[src/rtl/membank_pkg.sv]
package membank_pkg;

   // per-socket strap coding
   typedef enum logic [1:0] {
      MOD_NONE  = 2'b00,
      MOD_SMALL = 2'b01,
      MOD_LARGE = 2'b10,
      MOD_RSVD  = 2'b11
   } mod_size_e;

   // decoded register selection
   typedef enum logic [2:0] {
      SEL_NONE   = 3'd0,
      SEL_ID     = 3'd1,
      SEL_PRES   = 3'd2,
      SEL_SIZE   = 3'd3,
      SEL_PARITY = 3'd4
   } reg_sel_e;

endpackage

[src/rtl/membank_status.sv]
module membank_status
   import membank_pkg::*;
#(
   parameter int NUM_SOCKETS = 6,
   parameter int DATA_W      = 8
) (
   input  logic [2*NUM_SOCKETS-1:0] socket_size_i,
   output logic [DATA_W-1:0]        large_map_o,
   output logic [DATA_W-1:0]        present_n_o
);

   for (genvar g = 0; g < DATA_W; g++) begin : g_bit
      if (g < NUM_SOCKETS) begin : g_sock
         assign large_map_o[g] = (socket_size_i[2*g +: 2] == MOD_LARGE);
         assign present_n_o[g] = (socket_size_i[2*g +: 2] == MOD_NONE);
      end else begin : g_pad
         assign large_map_o[g] = 1'b0;
         assign present_n_o[g] = 1'b1;
      end
   end

endmodule

[src/rtl/membank_addr_dec.sv]
module membank_addr_dec
   import membank_pkg::*;
#(
   parameter int              ADDR_W     = 12,
   parameter logic [ADDR_W-1:0] OFS_ID     = 12'h803,
   parameter logic [ADDR_W-1:0] OFS_PRES   = 12'h804,
   parameter logic [ADDR_W-1:0] OFS_SIZE   = 12'h820,
   parameter logic [ADDR_W-1:0] OFS_PARITY = 12'h841
) (
   input  logic [ADDR_W-1:0] addr_i,
   output reg_sel_e          sel_o
);

   always_comb begin
      if (addr_i == OFS_ID)          sel_o = SEL_ID;
      else if (addr_i == OFS_PRES)   sel_o = SEL_PRES;
      else if (addr_i == OFS_SIZE)   sel_o = SEL_SIZE;
      else if (addr_i == OFS_PARITY) sel_o = SEL_PARITY;
      else                           sel_o = SEL_NONE;
   end

endmodule

[src/rtl/membank_end_table.sv]
module membank_end_table #(
   parameter int NUM_ENTRIES = 8,
   parameter int END_W       = 5,
   parameter bit WRITE_FIRST = 1'b1,
   localparam int IDX_W      = $clog2(NUM_ENTRIES)
) (
   input  logic                         clk_i,
   input  logic                         rst_ni,
   input  logic                         wr_en_i,
   input  logic [IDX_W-1:0]             wr_sel_i,
   input  logic [END_W-1:0]             wr_val_i,
   input  logic                         adv_i,
   input  logic                         clr_i,
   output logic [END_W-1:0]             rd_val_o,
   output logic [NUM_ENTRIES*END_W-1:0] end_flat_o
);

   logic [NUM_ENTRIES-1:0][END_W-1:0] ent_q;
   logic [IDX_W-1:0]                  idx_q;

   always_ff @(posedge clk_i or negedge rst_ni) begin
      if (!rst_ni) begin
         ent_q <= '0;
      end else if (wr_en_i) begin
         for (int e = 0; e < NUM_ENTRIES; e++) begin
            if (wr_sel_i == IDX_W'(e)) ent_q[e] <= wr_val_i;
         end
      end
   end

   // pointer: rewind has priority, power-of-two depth wraps naturally
   always_ff @(posedge clk_i or negedge rst_ni) begin
      if (!rst_ni)     idx_q <= '0;
      else if (clr_i)  idx_q <= '0;
      else if (adv_i)  idx_q <= idx_q + 1'b1;
   end

   if (WRITE_FIRST) begin : g_fwd
      assign rd_val_o = (wr_en_i && (wr_sel_i == idx_q)) ? wr_val_i : ent_q[idx_q];
   end else begin : g_nofwd
      assign rd_val_o = ent_q[idx_q];
   end

   assign end_flat_o = ent_q;

endmodule

[src/rtl/membank_cfg_port.sv]
module membank_cfg_port
   import membank_pkg::*;
#(
   parameter int                NUM_SOCKETS = 6,
   parameter int                NUM_ENTRIES = 8,
   parameter int                ADDR_W      = 12,
   parameter int                DATA_W      = 8,
   parameter int                END_W       = 5,
   parameter bit                WRITE_FIRST = 1'b1,
   parameter logic [ADDR_W-1:0] OFS_ID      = 12'h803,
   parameter logic [ADDR_W-1:0] OFS_PRES    = 12'h804,
   parameter logic [ADDR_W-1:0] OFS_SIZE    = 12'h820,
   parameter logic [ADDR_W-1:0] OFS_PARITY  = 12'h841,
   parameter logic [DATA_W-1:0] PARITY_OK   = 8'h01
) (
   input  logic                         clk_i,
   input  logic                         rst_ni,
   input  logic [2*NUM_SOCKETS-1:0]     socket_size_i,
   input  logic [ADDR_W-1:0]            addr_i,
   input  logic                         rd_i,
   input  logic                         wr_i,
   input  logic [DATA_W-1:0]            wr_data_i,
   output logic [DATA_W-1:0]            rd_data_o,
   output logic [NUM_ENTRIES*END_W-1:0] end_addr_o
);

   localparam int IDX_W = $clog2(NUM_ENTRIES);

   if (IDX_W + END_W != DATA_W) begin : g_chk_pack
      $error("entry index plus end address must fill the data byte");
   end
   if ((1 << IDX_W) != NUM_ENTRIES) begin : g_chk_pow2
      $error("table depth must be a power of two");
   end
   if (NUM_SOCKETS > DATA_W) begin : g_chk_sock
      $error("socket count exceeds data width");
   end

   reg_sel_e            sel;
   logic [DATA_W-1:0]   large_map, present_n, rd_next, rd_data_q;
   logic [END_W-1:0]    tbl_rd_val;
   logic                rd_q, rd_rise, tbl_wr;

   membank_addr_dec #(
      .ADDR_W(ADDR_W), .OFS_ID(OFS_ID), .OFS_PRES(OFS_PRES),
      .OFS_SIZE(OFS_SIZE), .OFS_PARITY(OFS_PARITY)
   ) u_dec (
      .addr_i (addr_i),
      .sel_o  (sel)
   );

   membank_status #(.NUM_SOCKETS(NUM_SOCKETS), .DATA_W(DATA_W)) u_status (
      .socket_size_i (socket_size_i),
      .large_map_o   (large_map),
      .present_n_o   (present_n)
   );

   assign rd_rise = rd_i && !rd_q;
   assign tbl_wr  = wr_i && (sel == SEL_SIZE);

   membank_end_table #(
      .NUM_ENTRIES(NUM_ENTRIES), .END_W(END_W), .WRITE_FIRST(WRITE_FIRST)
   ) u_table (
      .clk_i      (clk_i),
      .rst_ni     (rst_ni),
      .wr_en_i    (tbl_wr),
      .wr_sel_i   (wr_data_i[DATA_W-1 -: IDX_W]),
      .wr_val_i   (wr_data_i[END_W-1:0]),
      .adv_i      (rd_rise && (sel == SEL_SIZE)),
      .clr_i      (rd_rise && (sel == SEL_PRES)),
      .rd_val_o   (tbl_rd_val),
      .end_flat_o (end_addr_o)
   );

   always_comb begin
      case (sel)
         SEL_ID:     rd_next = large_map;
         SEL_PRES:   rd_next = present_n;
         SEL_SIZE:   rd_next = {{(DATA_W-END_W){1'b0}}, tbl_rd_val};
         SEL_PARITY: rd_next = PARITY_OK;
         default:    rd_next = '0;
      endcase
   end

   always_ff @(posedge clk_i or negedge rst_ni) begin
      if (!rst_ni) begin
         rd_q      <= 1'b0;
         rd_data_q <= '0;
      end else begin
         rd_q <= rd_i;
         if (rd_rise) rd_data_q <= rd_next;
      end
   end

   assign rd_data_o = rd_data_q;

endmodule

[config.mk]
export PLATFORM = sky130hd
export DESIGN_NAME = membank_cfg_port
export DESIGN_NICKNAME = d
export VERILOG_FILES = /design/src/rtl/membank_pkg.sv /design/src/rtl/membank_status.sv /design/src/rtl/membank_addr_dec.sv /design/src/rtl/membank_end_table.sv /design/src/rtl/membank_cfg_port.sv
export SDC_FILE = /design/constraint.sdc
export NUM_CORES = 1
export LEC_CHECK = 0
export ABC_AREA = 1
export BUFFER_PORTS_ARGS = -buffer_cell sky130_fd_sc_hd__buf_2
export CAP_MARGIN = 25
export CELL_PAD_IN_SITES_DETAIL_PLACEMENT = 1
export CELL_PAD_IN_SITES_GLOBAL_PLACEMENT = 1
export CORE_AREA = 4 4 91 93
export DETAILED_ROUTE_END_ITERATION = 8
export DIE_AREA = 0 0 95 97
export PLACE_DENSITY_LB_ADDON = 0.1
export SLEW_MARGIN = 15
export SYNTH_ARGS = -nofsm -noshare
export SYNTH_HDL_FRONTEND = slang
export SYNTH_SLANG_ARGS = --single-unit
[constraint.sdc]
create_clock -name clk_i -period 2.5 [get_ports clk_i]
set_input_delay 0 -clock clk_i [delete_from_list [all_inputs] [get_ports clk_i]]
set_output_delay 0 -clock clk_i [all_outputs]
set_load 0.05 [all_outputs]
==> metrics.yaml, run 1 <==
layout:
  drive_gt1_share_pct: 24.7
  fill_cells: 1040
  nets: 502
  regArea_um2: 1280
  antennaDiodeCount: 0
  area_growth_pct: 19.9
  final_cell_area_um2: 3510
  multi_input_area_um2: 1420
clocking:
  insertion_delay_ps: 330
  clk_pin_slew_ps: 120
  clk_path_buf_depth: 2
  clockRootBuffer: "clkbuf_8"
  postCtsSetupRepairBufs: 0
  postCtsResizedCells: 0
  htree_levels: 2
  cts.sinks: 51
  cts_buffers: 5
  ctsHoldBuffers: 2
  cts_tree: "done"
synthesis:
  ys_seq_area_share_pct: 43.6
  synth_top_area_share_pct: 43.6
  synth_nets: 421
  synth_area_leaders: "dfrtp_1 (44%), nand2_1 (19%), o21ai_1 (7.4%)"
  synth_most_common_cell: "nand2_1"
  netlist_area_um2: 2920
  ys.flop_type: "dfrtp_1"
  synth_edf_count: 0
  synth.distinct_cells: 28
  yosys-top-cells-count: "nand2_1 (150), dfrtp_1 (51), o21ai_1 (43)"
  synth.avg_cell_area_um2: 7.61
  ys_ff_latch: 51
  synthArstFlopShare_pct: 100
  synth_top_cell_by_area: "dfrtp_1"
  ys_warn_count: 0
  syn_inst: 384
floorplan:
  pin_count: 84
  placementRows: 32
  die_width_um: 95
  core_area_um2: 7530
  die_area_um2: 9220
  fp.dieH_um: 97
  start_util_pct: 38.8
pwr:
  power_density_nw_per_um2: 431
  p_switching_mw: 0.435
  swShare_pct: 28.8
  p_seq_share_pct: 54.9
  p_leak_nw: 1.83
  vdd_drop_max_mv: 0.182
  finalPower_mw: 1.51
  combPwrFrac_pct: 9.6
  power_frac_clock_pct: 35.5
  p_int_mw: 1.08
place:
  dp_hpwl_mm: 6.72
  placed_area_um2: 3390
  port_buffers: 83
  routabilityCongestion: 0.811
route:
  ant_nets: 0
  dr.pass1.iters: 4
  wire_per_inst_um: 15.6
  vias: 2797
  drt-total-wl_mm: 8.87
  drc: 0
  routed_via_density: 4.92
  drtIter0Drc: 86
global_routing:
  overflow: 0
  grt_antenna_before_repair: 0
  grt_pass1_wl_mm: 14.9
  track_usage_pct: 20.6
  grt_max_degree: 29
  grt_pass1_vias: 2932
setup_path:
  reg2reg_from: "u_table.idx_q[1]"
  critPathRequiredTime_ps: 2720
  arrival_ps: 2260
  path_depth: 10
  crit_chain: "inv_1 > nand2_1 > nand2_1 > nand3b_4 > nor2_2 > inv_1 > nand2_1 > nand3_1 > nand2_1 > nand2_1"
  critPathBufInv: 2
  cp-end-kind: "flop"
  start_kind: "flop"
  reg2reg_to: "rd_data_o[0]"
  path_class: "flop to flop"
  reg2reg_depth: 10
  cpPeakStageDelay_ps: 660
  rrSetupSlack_ps: 460
  path_max_fanout: 13
  path_common_cell: "nand2_1"
  cp_top_family: "simple AND/OR/NAND/NOR gates"
  cpMaxStageDelayCell: "dfrtp_1"
run:
  drv_cap: 0
min_path:
  hold_path.startpoint: "wr_data_i[2]"
  hold_class: "input pin to flop"
  hold_end: "rd_data_o[2]"
  holdPathStages: 5
sta:
  finalSetupTns_ps: 0
  holdWs_ps: 18.7
  hold_viol_final: 0
  timing.final.crit_share_pct: 81.6
  fmax_ghz: 0.490
  setup_violations: 0
  slew_violations: 0
  rsz0062_at_grt: "no"
  tightest_slew_ps: 622
  fin_skew_ps: 13.8
  min_period_ps: 2040
  slew_headroom_pct: 58.5
status:
  status: "finished clean"
through the flow:
step	setup slack, ps	util, %	cells
floorplan	1120	-	384
global placement	624	45.0	558
detailed placement	538	45.0	558
CTS	456	46.6	568
global route	297	46.6	568
finish	459	46.6	568
layout by cell type, fill, tap and decap left out, types with 2 or more instances in the layout:
cell and n:
nand2_1 150, buf_2 83, dfrtp_1 51, o21ai_1 43, nand3_1 37, inv_1 29, nor2_1 18, o21ai_0 10
nand4_4 8, clkbuf_8 5, inv_2 3, nor2_2 3, nor3_1 3, nor2_4 2, xor2_1 2, inv_4 2
a21oi_1 2, dlygate4sd3_1 2, buf_4 2
state kept, by name, summed over array words and instances (netlist names):
| register | flops |
|---|---|
| rd_data_o | 7 |
| rd_q | 1 |
| u_table.end_flat_o | 40 |
| u_table.idx_q | 3 |
routing by layer:
layer | GRT usage, % | vias up | part of all wire, % | routed length (µm)
met3 | 3.65 | 12 | 3.7 | 327
li1 | - | 1394 | - | -
met5 | 0 | - | 0 | 0
met4 | 5.33 | 0 | 1.6 | 142
met1 | 26.9 | 1336 | 46 | 4070
met2 | 34.9 | 55 | 49 | 4330
worst register-to-register path, stage by stage (launching register included):
cell	delay [ps]
dfrtp_1	660
inv_1	340
nand2_1	130
nand2_1	90
nand3b_4	190
nor2_2	210
inv_1	60
nand2_1	70
nand3_1	80
nand2_1	60
nand2_1	50
logic make-up (layout without fill, tap and decap cells):
kind of cell | after synthesis | in the layout | synth area share, %
and+or+nand+nor | 227 | 227 | 38.0
AOI/OAI and AO/OA | 55 | 55 | 9.41
DFF | 51 | 51 | 43.6
buffers and inverters | 47 | 129 | 7.66
xor gates and xnor gates | 3 | 3 | 0.899
adders and majority gates | 1 | 1 | 0.428
worst max path at each step:
stage,start,end,slack [ps]
after global routing,u_table.idx_q[1],rd_data_o[0],300
after CTS,u_table.idx_q[1],rd_data_o[0],460
after floorplan,u_table.idx_q[0],rd_data_o[0],1120
after global placement,u_table.idx_q[1],rd_data_o[0],620
after detailed placement,u_table.idx_q[1],rd_data_o[0],540
final,u_table.idx_q[1],rd_data_o[0],460
power groups by stage:
stage | logic [mW] | registers, mW | clock network [mW]
after floorplan | 0.0680 | 0.851 | 0
after global placement | 0.141 | 0.846 | 0
after detailed placement | 0.144 | 0.846 | 0
after CTS | 0.148 | 0.830 | 0.542
after global routing | 0.162 | 0.830 | 0.589
final | 0.144 | 0.829 | 0.536
final cells by class:
class | instances | share of cell area [%]
Timing Repair Buffer | 87 | 12.8
Clock inverter | 3 | 0.785
Sequential cell | 51 | 36.4
Tap cell | 102 | 3.64
Inverter | 34 | 3.78
Multi-Input combinational cell | 286 | 40.6
Clock buffer | 5 | 1.96
Power figures use the tool's default switching activity.
==> run 2, diff against run 1 <==
--- a/config.mk
+++ b/config.mk
@@ -10,9 +10,9 @@
 export CAP_MARGIN = 25
 export CELL_PAD_IN_SITES_DETAIL_PLACEMENT = 1
 export CELL_PAD_IN_SITES_GLOBAL_PLACEMENT = 1
-export CORE_AREA = 4 4 91 93
+export CORE_AREA = 4 4 94 96
 export DETAILED_ROUTE_END_ITERATION = 8
-export DIE_AREA = 0 0 95 97
+export DIE_AREA = 0 0 98 100
 export PLACE_DENSITY_LB_ADDON = 0.1
 export SLEW_MARGIN = 15
 export SYNTH_ARGS = -nofsm -noshare
==> constraint.sdc (replaced) <==
create_clock -name clk_i -period 2.1 [get_ports clk_i]
set_input_delay 0 -clock clk_i [delete_from_list [all_inputs] [get_ports clk_i]]
set_output_delay 0 -clock clk_i [all_outputs]
set_load 0.05 [all_outputs]
==> metrics.yaml, run 2 (synthesis results as in run 1) <==
global_routing:
  grt_max_degree: 29  # unchanged
  grt_pass1_wl_mm: 15.3  # was 14.9 mm
  track_usage_pct: 19.4  # was 20.6%
  grt_antenna_before_repair: 0  # unchanged
  grt_pass1_vias: 3018  # was 2932
  overflow: 0  # unchanged
layout:
  nets: 511  # was 502
  final_cell_area_um2: 3580  # was 3510 µm²
  antennaDiodeCount: 0  # unchanged
  area_growth_pct: 22.5  # was 19.9%
  layout.cells.most_common: "nand2_1"  # unchanged
  fin_cells: 580  # was 568
  largest_reg_flops: 40  # unchanged
  final_cell_mix: "nand2_1 (150), buf_2 (83), dfrtp_1 (51), o21ai_1 (43), nand3_1 (37)"  # unchanged
  drive_gt1_share_pct: 26.1  # was 24.7%
place:
  dp_hpwl_mm: 6.93  # was 6.72 mm
  placed_area_um2: 3470  # was 3390 µm²
  pre_cts_slack_ps: 423  # was 538 ps
  dp.cells: 570  # was 558
  port_buffers: 83  # unchanged
  routabilityCongestion: 0.815  # was 0.811
sta:
  setup_ws_ps: 440  # was 459 ps
  fmax_ghz: 0.603  # was 0.490 GHz
  min_period_ps: 1660  # was 2040 ps
  rsz0062_at_grt: "no"  # unchanged
  hold_viol_final: 0  # unchanged
  fin_skew_ps: 11.8  # was 13.8 ps
  tightest_slew_ps: 613  # was 622 ps
  timing.final.crit_share_pct: 79.0  # was 81.6%
  finalSetupTns_ps: 0  # unchanged
  setup_violations: 0  # unchanged
  slew_headroom_pct: 59.1  # was 58.5%
  slew_violations: 0  # unchanged
clocking:
  cts.sinks: 51  # unchanged
  clk_path_buf_depth: 2  # unchanged
  cts_tree: "done"  # unchanged
  cts_buffers: 5  # unchanged
  htree_levels: 2  # unchanged
  clk_pin_slew_ps: 90  # was 120 ps
  clockRootBuffer: "clkbuf_8"  # unchanged
  insertion_delay_ps: 310  # was 330 ps
min_path:
  hold_class: "input pin to flop"  # unchanged
  hold_path.startpoint: "wr_data_i[2]"  # unchanged
route:
  drt-total-wl_mm: 9.06  # was 8.87 mm
  ant_nets: 0  # unchanged
  dr.pass1.iters: 4  # unchanged
  routed_via_density: 4.86  # was 4.92
  wire_per_inst_um: 15.6  # about the same
  vias: 2821  # was 2797
  drc: 0  # unchanged
  drtIter0Drc: 97  # was 86
setup_path:
  crit_start: "u_table.idx_q[2]"  # was u_table.idx_q[1]
  cp-end-kind: "flop"  # unchanged
  path_max_fanout: 8  # was 13
  arrival_ps: 1860  # was 2260 ps
  crit_chain: "inv_1 > nand2_1 > nand2_1 > inv_1 > nand3b_4 > nor2_2 > inv_1 > nand2_1 > nand3_1 > nand2_1 > nand2_1"  # was inv_1 > nand2_1 > nand2_1 > nand3b_4 > nor2_2 > inv_1 > nand2_1 > nand3_1 > nand2_1 > nand2_1
  cpPeakStageDelay_ps: 510  # was 660 ps
  path_class: "flop to flop"  # unchanged
  cp_top_family: "simple AND/OR/NAND/NOR gates"  # unchanged
  cpMaxStageDelayCell: "dfrtp_1"  # unchanged
  start_kind: "flop"  # unchanged
  critPathRequiredTime_ps: 2300  # was 2720 ps
  path_common_cell: "nand2_1"  # unchanged
  reg2reg_from: "u_table.idx_q[2]"  # was u_table.idx_q[1]
  critPathBufInv: 3  # was 2
floorplan:
  fp.dieH_um: 100  # was 97 µm
  start_util_pct: 36.3  # was 38.8%
  pin_count: 84  # unchanged
  placementRows: 33  # was 32
  die_width_um: 98  # was 95 µm
  core_area_um2: 8050  # was 7530 µm²
  die_area_um2: 9800  # was 9220 µm²
pwr:
  vdd_drop_max_mv: 0.258  # was 0.182 mV
  power_density_nw_per_um2: 489  # was 431 nW/µm²
  p_leak_nw: 1.88  # was 1.83 nW
status:
  status: "finished clean"  # unchanged
run:
  drv_cap: 0  # unchanged
## run 2: path summary, 6_finish.rpt
kind | endpoint | slack (ps) | cells past startpoint
worst max-delay path | rd_data_o[0] | 440 | 11
worst min-delay path | rd_data_o[2] | 30 | 5
worst max register to register | rd_data_o[0] | 440 | 11
worst min register to register | rd_data_o[2] | 490 | 2
max in group asynchronous | u_table.idx_q[1] | 1270 | 3
min in group asynchronous | rd_data_o[1] | 260 | 2
## run 2: power by group
group          switching (mW)  internal, mW
Sequential            0.00237         0.985
Clock                   0.349         0.236
Combinational           0.124        0.0563
## run 2: layer usage
metal | GRT usage, % | routed length (µm) | vias up | share of wire [%]
met4 | 5.22 | 111 | 0 | 1.2
met1 | 25.4 | 4260 | 1330 | 47
li1 | - | - | 1415 | -
met2 | 32.9 | 4270 | 68 | 47
met5 | 0 | 0 | - | 0
met3 | 3.89 | 416 | 8 | 4.6
## run 2: final cells by class
type	count	area, µm²
inverters	34	133
clock buffers	5	68.8
flip-flops and latches	51	1280
clock inverters	3	18.8
well taps	105	131
fillers	1045	4470
multi-input cells	286	1420
repair buffers	96	531
## run 2: metrics by stage
step	util (%)	power, mW	hold slack, ps
floorplan	-	1.09	-296
finish	44.5	1.75	29.2
global placement	43.2	1.19	40.9
detailed placement	43.2	1.19	48.3
global route	44.5	1.84	53.3
CTS	44.5	1.78	21.7
## run 2: timing repair
action,4_1_cts,5_1_grt
buffers inserted,0,0
resized for setup,0,0
hold buffers,2,0
endpoints found under the hold margin,24,0
## run 2: worst min-delay path, stage by stage
cell and delay, ps:
buf_2 90, nand2_1 50, nand2_1 60, o21ai_1 60, nand2_1 50
==> run 3, diff against run 2 <==
--- a/config.mk
+++ b/config.mk
@@ -5,14 +5,14 @@
 export SDC_FILE = /design/constraint.sdc
 export NUM_CORES = 1
 export LEC_CHECK = 0
-export ABC_AREA = 1
+export ABC_AREA = 0
 export BUFFER_PORTS_ARGS = -buffer_cell sky130_fd_sc_hd__buf_2
 export CAP_MARGIN = 25
 export CELL_PAD_IN_SITES_DETAIL_PLACEMENT = 1
 export CELL_PAD_IN_SITES_GLOBAL_PLACEMENT = 1
-export CORE_AREA = 4 4 94 96
+export CORE_AREA = 4 4 91 93
 export DETAILED_ROUTE_END_ITERATION = 8
-export DIE_AREA = 0 0 98 100
+export DIE_AREA = 0 0 95 97
 export PLACE_DENSITY_LB_ADDON = 0.1
 export SLEW_MARGIN = 15
 export SYNTH_ARGS = -nofsm -noshare
==> constraint.sdc (replaced) <==
create_clock -name clk_i -period 1.3 [get_ports clk_i]
set_input_delay 0 -clock clk_i [delete_from_list [all_inputs] [get_ports clk_i]]
set_output_delay 0 -clock clk_i [all_outputs]
set_load 0.05 [all_outputs]
==> metrics.yaml, run 3 <==
floorplan:
  die_width_um: 95  # was 98 µm
  core_area_um2: 7530  # was 8050 µm²
  pin_count: 84  # unchanged
  start_util_pct: 35.1  # was 36.3%
  fp.dieH_um: 97  # was 100 µm
  die_area_um2: 9220  # was 9800 µm²
  placementRows: 32  # was 33
setup_path:
  path_max_fanout: 4  # was 8
  path_common_cell: "buf_4"  # was nand2_1
  reg2reg_to: "rd_data_o[3]"  # was rd_data_o[0]
  cp-end-kind: "flop"  # unchanged
  critPathBufInv: 3  # unchanged
  cpMaxStageDelayCell: "or4b_4"  # was dfrtp_1
  arrival_ps: 1870  # was 1860 ps
  reg2reg_from: "u_table.idx_q[1]"  # was u_table.idx_q[2]
  cp_top_family: "simple AND/OR/NAND/NOR gates"  # unchanged
  crit_chain: "buf_6 > or4b_4 > nor4_4 > buf_4 > nand2b_4 > nor3_4 > buf_4 > mux2_4"  # was inv_1 > nand2_1 > nand2_1 > inv_1 > nand3b_4 > nor2_2 > inv_1 > nand2_1 > nand3_1 > nand2_1 > nand2_1
  cpPeakStageDelay_ps: 550  # was 510 ps
  rrSetupSlack_ps: -330  # was 440 ps
  start_kind: "input pin"  # was flop
  critPathRequiredTime_ps: 1490  # was 2300 ps
  reg2reg_depth: 7  # was 11
  path_class: "input pin to flop"  # was flop to flop
synthesis:
  synth_edf_count: 0  # unchanged
  ys.flop_type: "dfrtp_1"  # unchanged
  synthAdderAreaFrac_pct: 0.474  # was 0.428%
  synth_xor_area_share_pct: 1.66  # was 0.899%
  synth.distinct_cells: 42  # was 28
  synth_top_family_by_area: "multiplexers"  # was simple AND/OR/NAND/NOR gates
  syn_inst: 202  # was 384
  synth_compound_area_share_pct: 5.78  # was 9.41%
  yosys-top-cells-count: "dfrtp_1 (51), mux2_2 (40), nand2_1 (14)"  # was nand2_1 (150), dfrtp_1 (51), o21ai_1 (43)
  synth_most_common_cell: "dfrtp_1"  # was nand2_1
  synth.mux.area_fraction_pct: 29.4  # was 0%
  synth_nets: 239  # was 421
  synth.avg_cell_area_um2: 13.1  # was 7.61 µm²
  synth_top_cell_by_area: "dfrtp_1"  # unchanged
  synth_area_leaders: "dfrtp_1 (48%), mux2_2 (17%), mux4_2 (8.5%)"  # was dfrtp_1 (44%), nand2_1 (19%), o21ai_1 (7.4%)
  ys_ff_latch: 51  # unchanged
  ys_seq_area_share_pct: 48.3  # was 43.6%
  synth_top_area_share_pct: 48.3  # was 43.6%
  ys_warn_count: 0  # unchanged
  netlist_area_um2: 2640  # was 2920 µm²
  synthArstFlopShare_pct: 100  # unchanged
  synth-simple-area-share_pct: 12.7  # was 38.0%
route:
  vias: 2330  # was 2821
  drc: 0  # unchanged
  routed_via_density: 4.95  # was 4.86
  wire_per_inst_um: 18.5  # was 15.6 µm
  drtIter0Drc: 53  # was 97
  ant_nets: 0  # unchanged
  drt-total-wl_mm: 8.71  # was 9.06 mm
  dr.pass1.iters: 4  # unchanged
place:
  pre_cts_slack_ps: -704  # was 423 ps
  dp_hpwl_mm: 6.34  # was 6.93 mm
  port_buffers: 83  # unchanged
  routabilityCongestion: 0.792  # was 0.815
clocking:
  htree_levels: 2  # unchanged
  clk_path_buf_depth: 2  # unchanged
  cts.sinks: 51  # unchanged
  clockRootBuffer: "clkbuf_8"  # unchanged
  cts_tree: "done"  # unchanged
  clk_pin_slew_ps: 100  # was 90 ps
  cts_buffers: 5  # unchanged
  insertion_delay_ps: 300  # was 310 ps
global_routing:
  grt_max_degree: 52  # was 29
  grt_pass1_vias: 2561  # was 3018
  overflow: 0  # unchanged
  track_usage_pct: 19.3  # was 19.4%
  grt_pass1_wl_mm: 13.8  # was 15.3 mm
  grt_antenna_before_repair: 0  # unchanged
pwr:
  combPwrFrac_pct: 9.4  # was 10.3%
  p_int_mw: 2.19  # was 1.28 mW
  power_frac_clock_pct: 35.7  # was 33.4%
  p_switching_mw: 0.705  # was 0.475 mW
  swShare_pct: 24.3  # was 27.1%
  p_leak_nw: 2.19  # was 1.88 nW
  power_density_nw_per_um2: 691  # was 489 nW/µm²
  p_seq_share_pct: 54.9  # was 56.3%
  vdd_drop_max_mv: 0.500  # was 0.258 mV
sta:
  min_period_ps: 1680
  finalSetupTns_ps: -15150  # was 0 ps
  holdWs_ps: 46.0  # was 29.2 ps
  hold_viol_final: 0  # unchanged
  timing.final.crit_share_pct: 129
  fmax_ghz: 0.595
  setup_violations: 46  # was 0
  slew_headroom_pct: 75.1  # was 59.1%
  setup_ws_ps: -382  # was 440 ps
  slew_violations: 0  # unchanged
  rsz0062_at_grt: "yes"  # was no
  tightest_slew_ps: 373  # was 613 ps
  fin_skew_ps: 7.00  # was 11.8 ps
layout:
  area_growth_pct: 58.6  # was 22.5%
  final_cell_mix: "buf_2 (81), buf_4 (68), dfrtp_1 (48), mux2_4 (21), mux2_2 (19)"  # was nand2_1 (150), buf_2 (83), dfrtp_1 (51), o21ai_1 (43), nand3_1 (37)
  largest_reg_flops: 40  # unchanged
  antennaDiodeCount: 0  # unchanged
  nets: 405  # was 511
  drive_gt1_share_pct: 67.8  # was 26.1%
  layout.cells.most_common: "buf_2"  # was nand2_1
min_path:
  hold_class: "input pin to flop"  # unchanged
  hold_end: "rd_data_o[1]"  # was rd_data_o[2]
  holdPathStages: 3  # was 5
  hold_path.startpoint: "socket_size_i[2]"  # was wr_data_i[2]
status:
  status: "finished with violations"  # was finished clean
  violations: "negative setup slack"
run:
  drv_cap: 0  # unchanged
-- run 3: cell count changes after synthesis, sizes merged, moves of 5 or more --
cell	change
nand2	-137
mux2	+40
o21ai	-48
nand3	-33
mux2i	+10
inv	-33
nor2	-18
buf	-8
mux4	+10
nand4	-7
nand2b	+5
-- run 3: worst min-delay path, cell delays in order --
cell and delay, ps:
buf_2 80, o31ai_1 70, o22a_1 170
-- run 3: power groups by stage --
stage                     sequential, mW  clock (mW)  combinational, mW
after floorplan                     1.62           0             0.0673
after global placement              1.62           0              0.241
after detailed placement            1.62           0              0.242
after CTS                           1.59        1.07              0.265
after global routing                1.59        1.14              0.300
final                               1.59        1.04              0.273
-- run 3: cells by family (layout without fill, tap and decap cells) --
family | Yosys count | count (layout)
AO/OA/AOI/OAI | 22 | 22
XOR/XNOR | 5 | 5
adder cells (fa/ha/maj) | 1 | 1
buffers and inverters | 10 | 177
flip-flops | 51 | 51
multiplexers | 60 | 60
AND/OR/NAND/NOR | 53 | 53
-- run 3: area by class of cell --
type	instances	area [µm²]
Fill cell	830	3340
Multi-Input combinational cell	141	1520
Sequential cell	51	1280
Timing Repair Buffer	168	1160
Tap cell	102	128
Clock buffer	7	96.3
Clock inverter	1	7.51
Inverter	1	3.75
-- run 3: worst max path at each step --
stage / start / endpoint / slack (ps) / cells past startpoint
detailed placement: addr_i[4] / u_table.end_flat_o[9] / -700 / 7
global placement: addr_i[4] / u_table.end_flat_o[5] / -650 / 7
global route: addr_i[3] / u_table.end_flat_o[30] / -430 / 7
CTS: addr_i[3] / u_table.end_flat_o[30] / -350 / 7
floorplan: addr_i[4] / u_table.end_flat_o[30] / -400 / 6
finish: addr_i[3] / u_table.end_flat_o[5] / -380 / 8
-- run 3: timing repair --
action                                  in CTS  in global routing
gates resized for setup                     32                 23
buffers inserted                             2                  4
hold buffers                                 4                  0
endpoints found under the setup margin      48                 49
cloned                                       0                  1
hold endpoints to repair                    54                  0
pin swaps                                    5                  7
-- run 3: layer usage --
metal  vias to the layer above  share of wire [%]  global-route usage (%)  routed length [µm]
met3                         7                4.0                    2.95                 347
li1                       1093                  -                       -                   -
met2                        58                 52                    34.4                4550
met4                         0               0.70                    3.22                  61
met1                      1172                 43                    24.8                3750
met5                         -                  0                       0                   0
-- run 3: per-stage QoR --
stage	std cells	cell area [µm²]	utilization (%)	total power [mW]
after global routing	471	4190	55.7	3.03
after detailed placement	454	3760	50.0	1.86
final	471	4190	55.7	2.90
after floorplan	202	2680	-	1.69
after global placement	454	3760	50.0	1.86
after CTS	467	4050	53.8	2.93
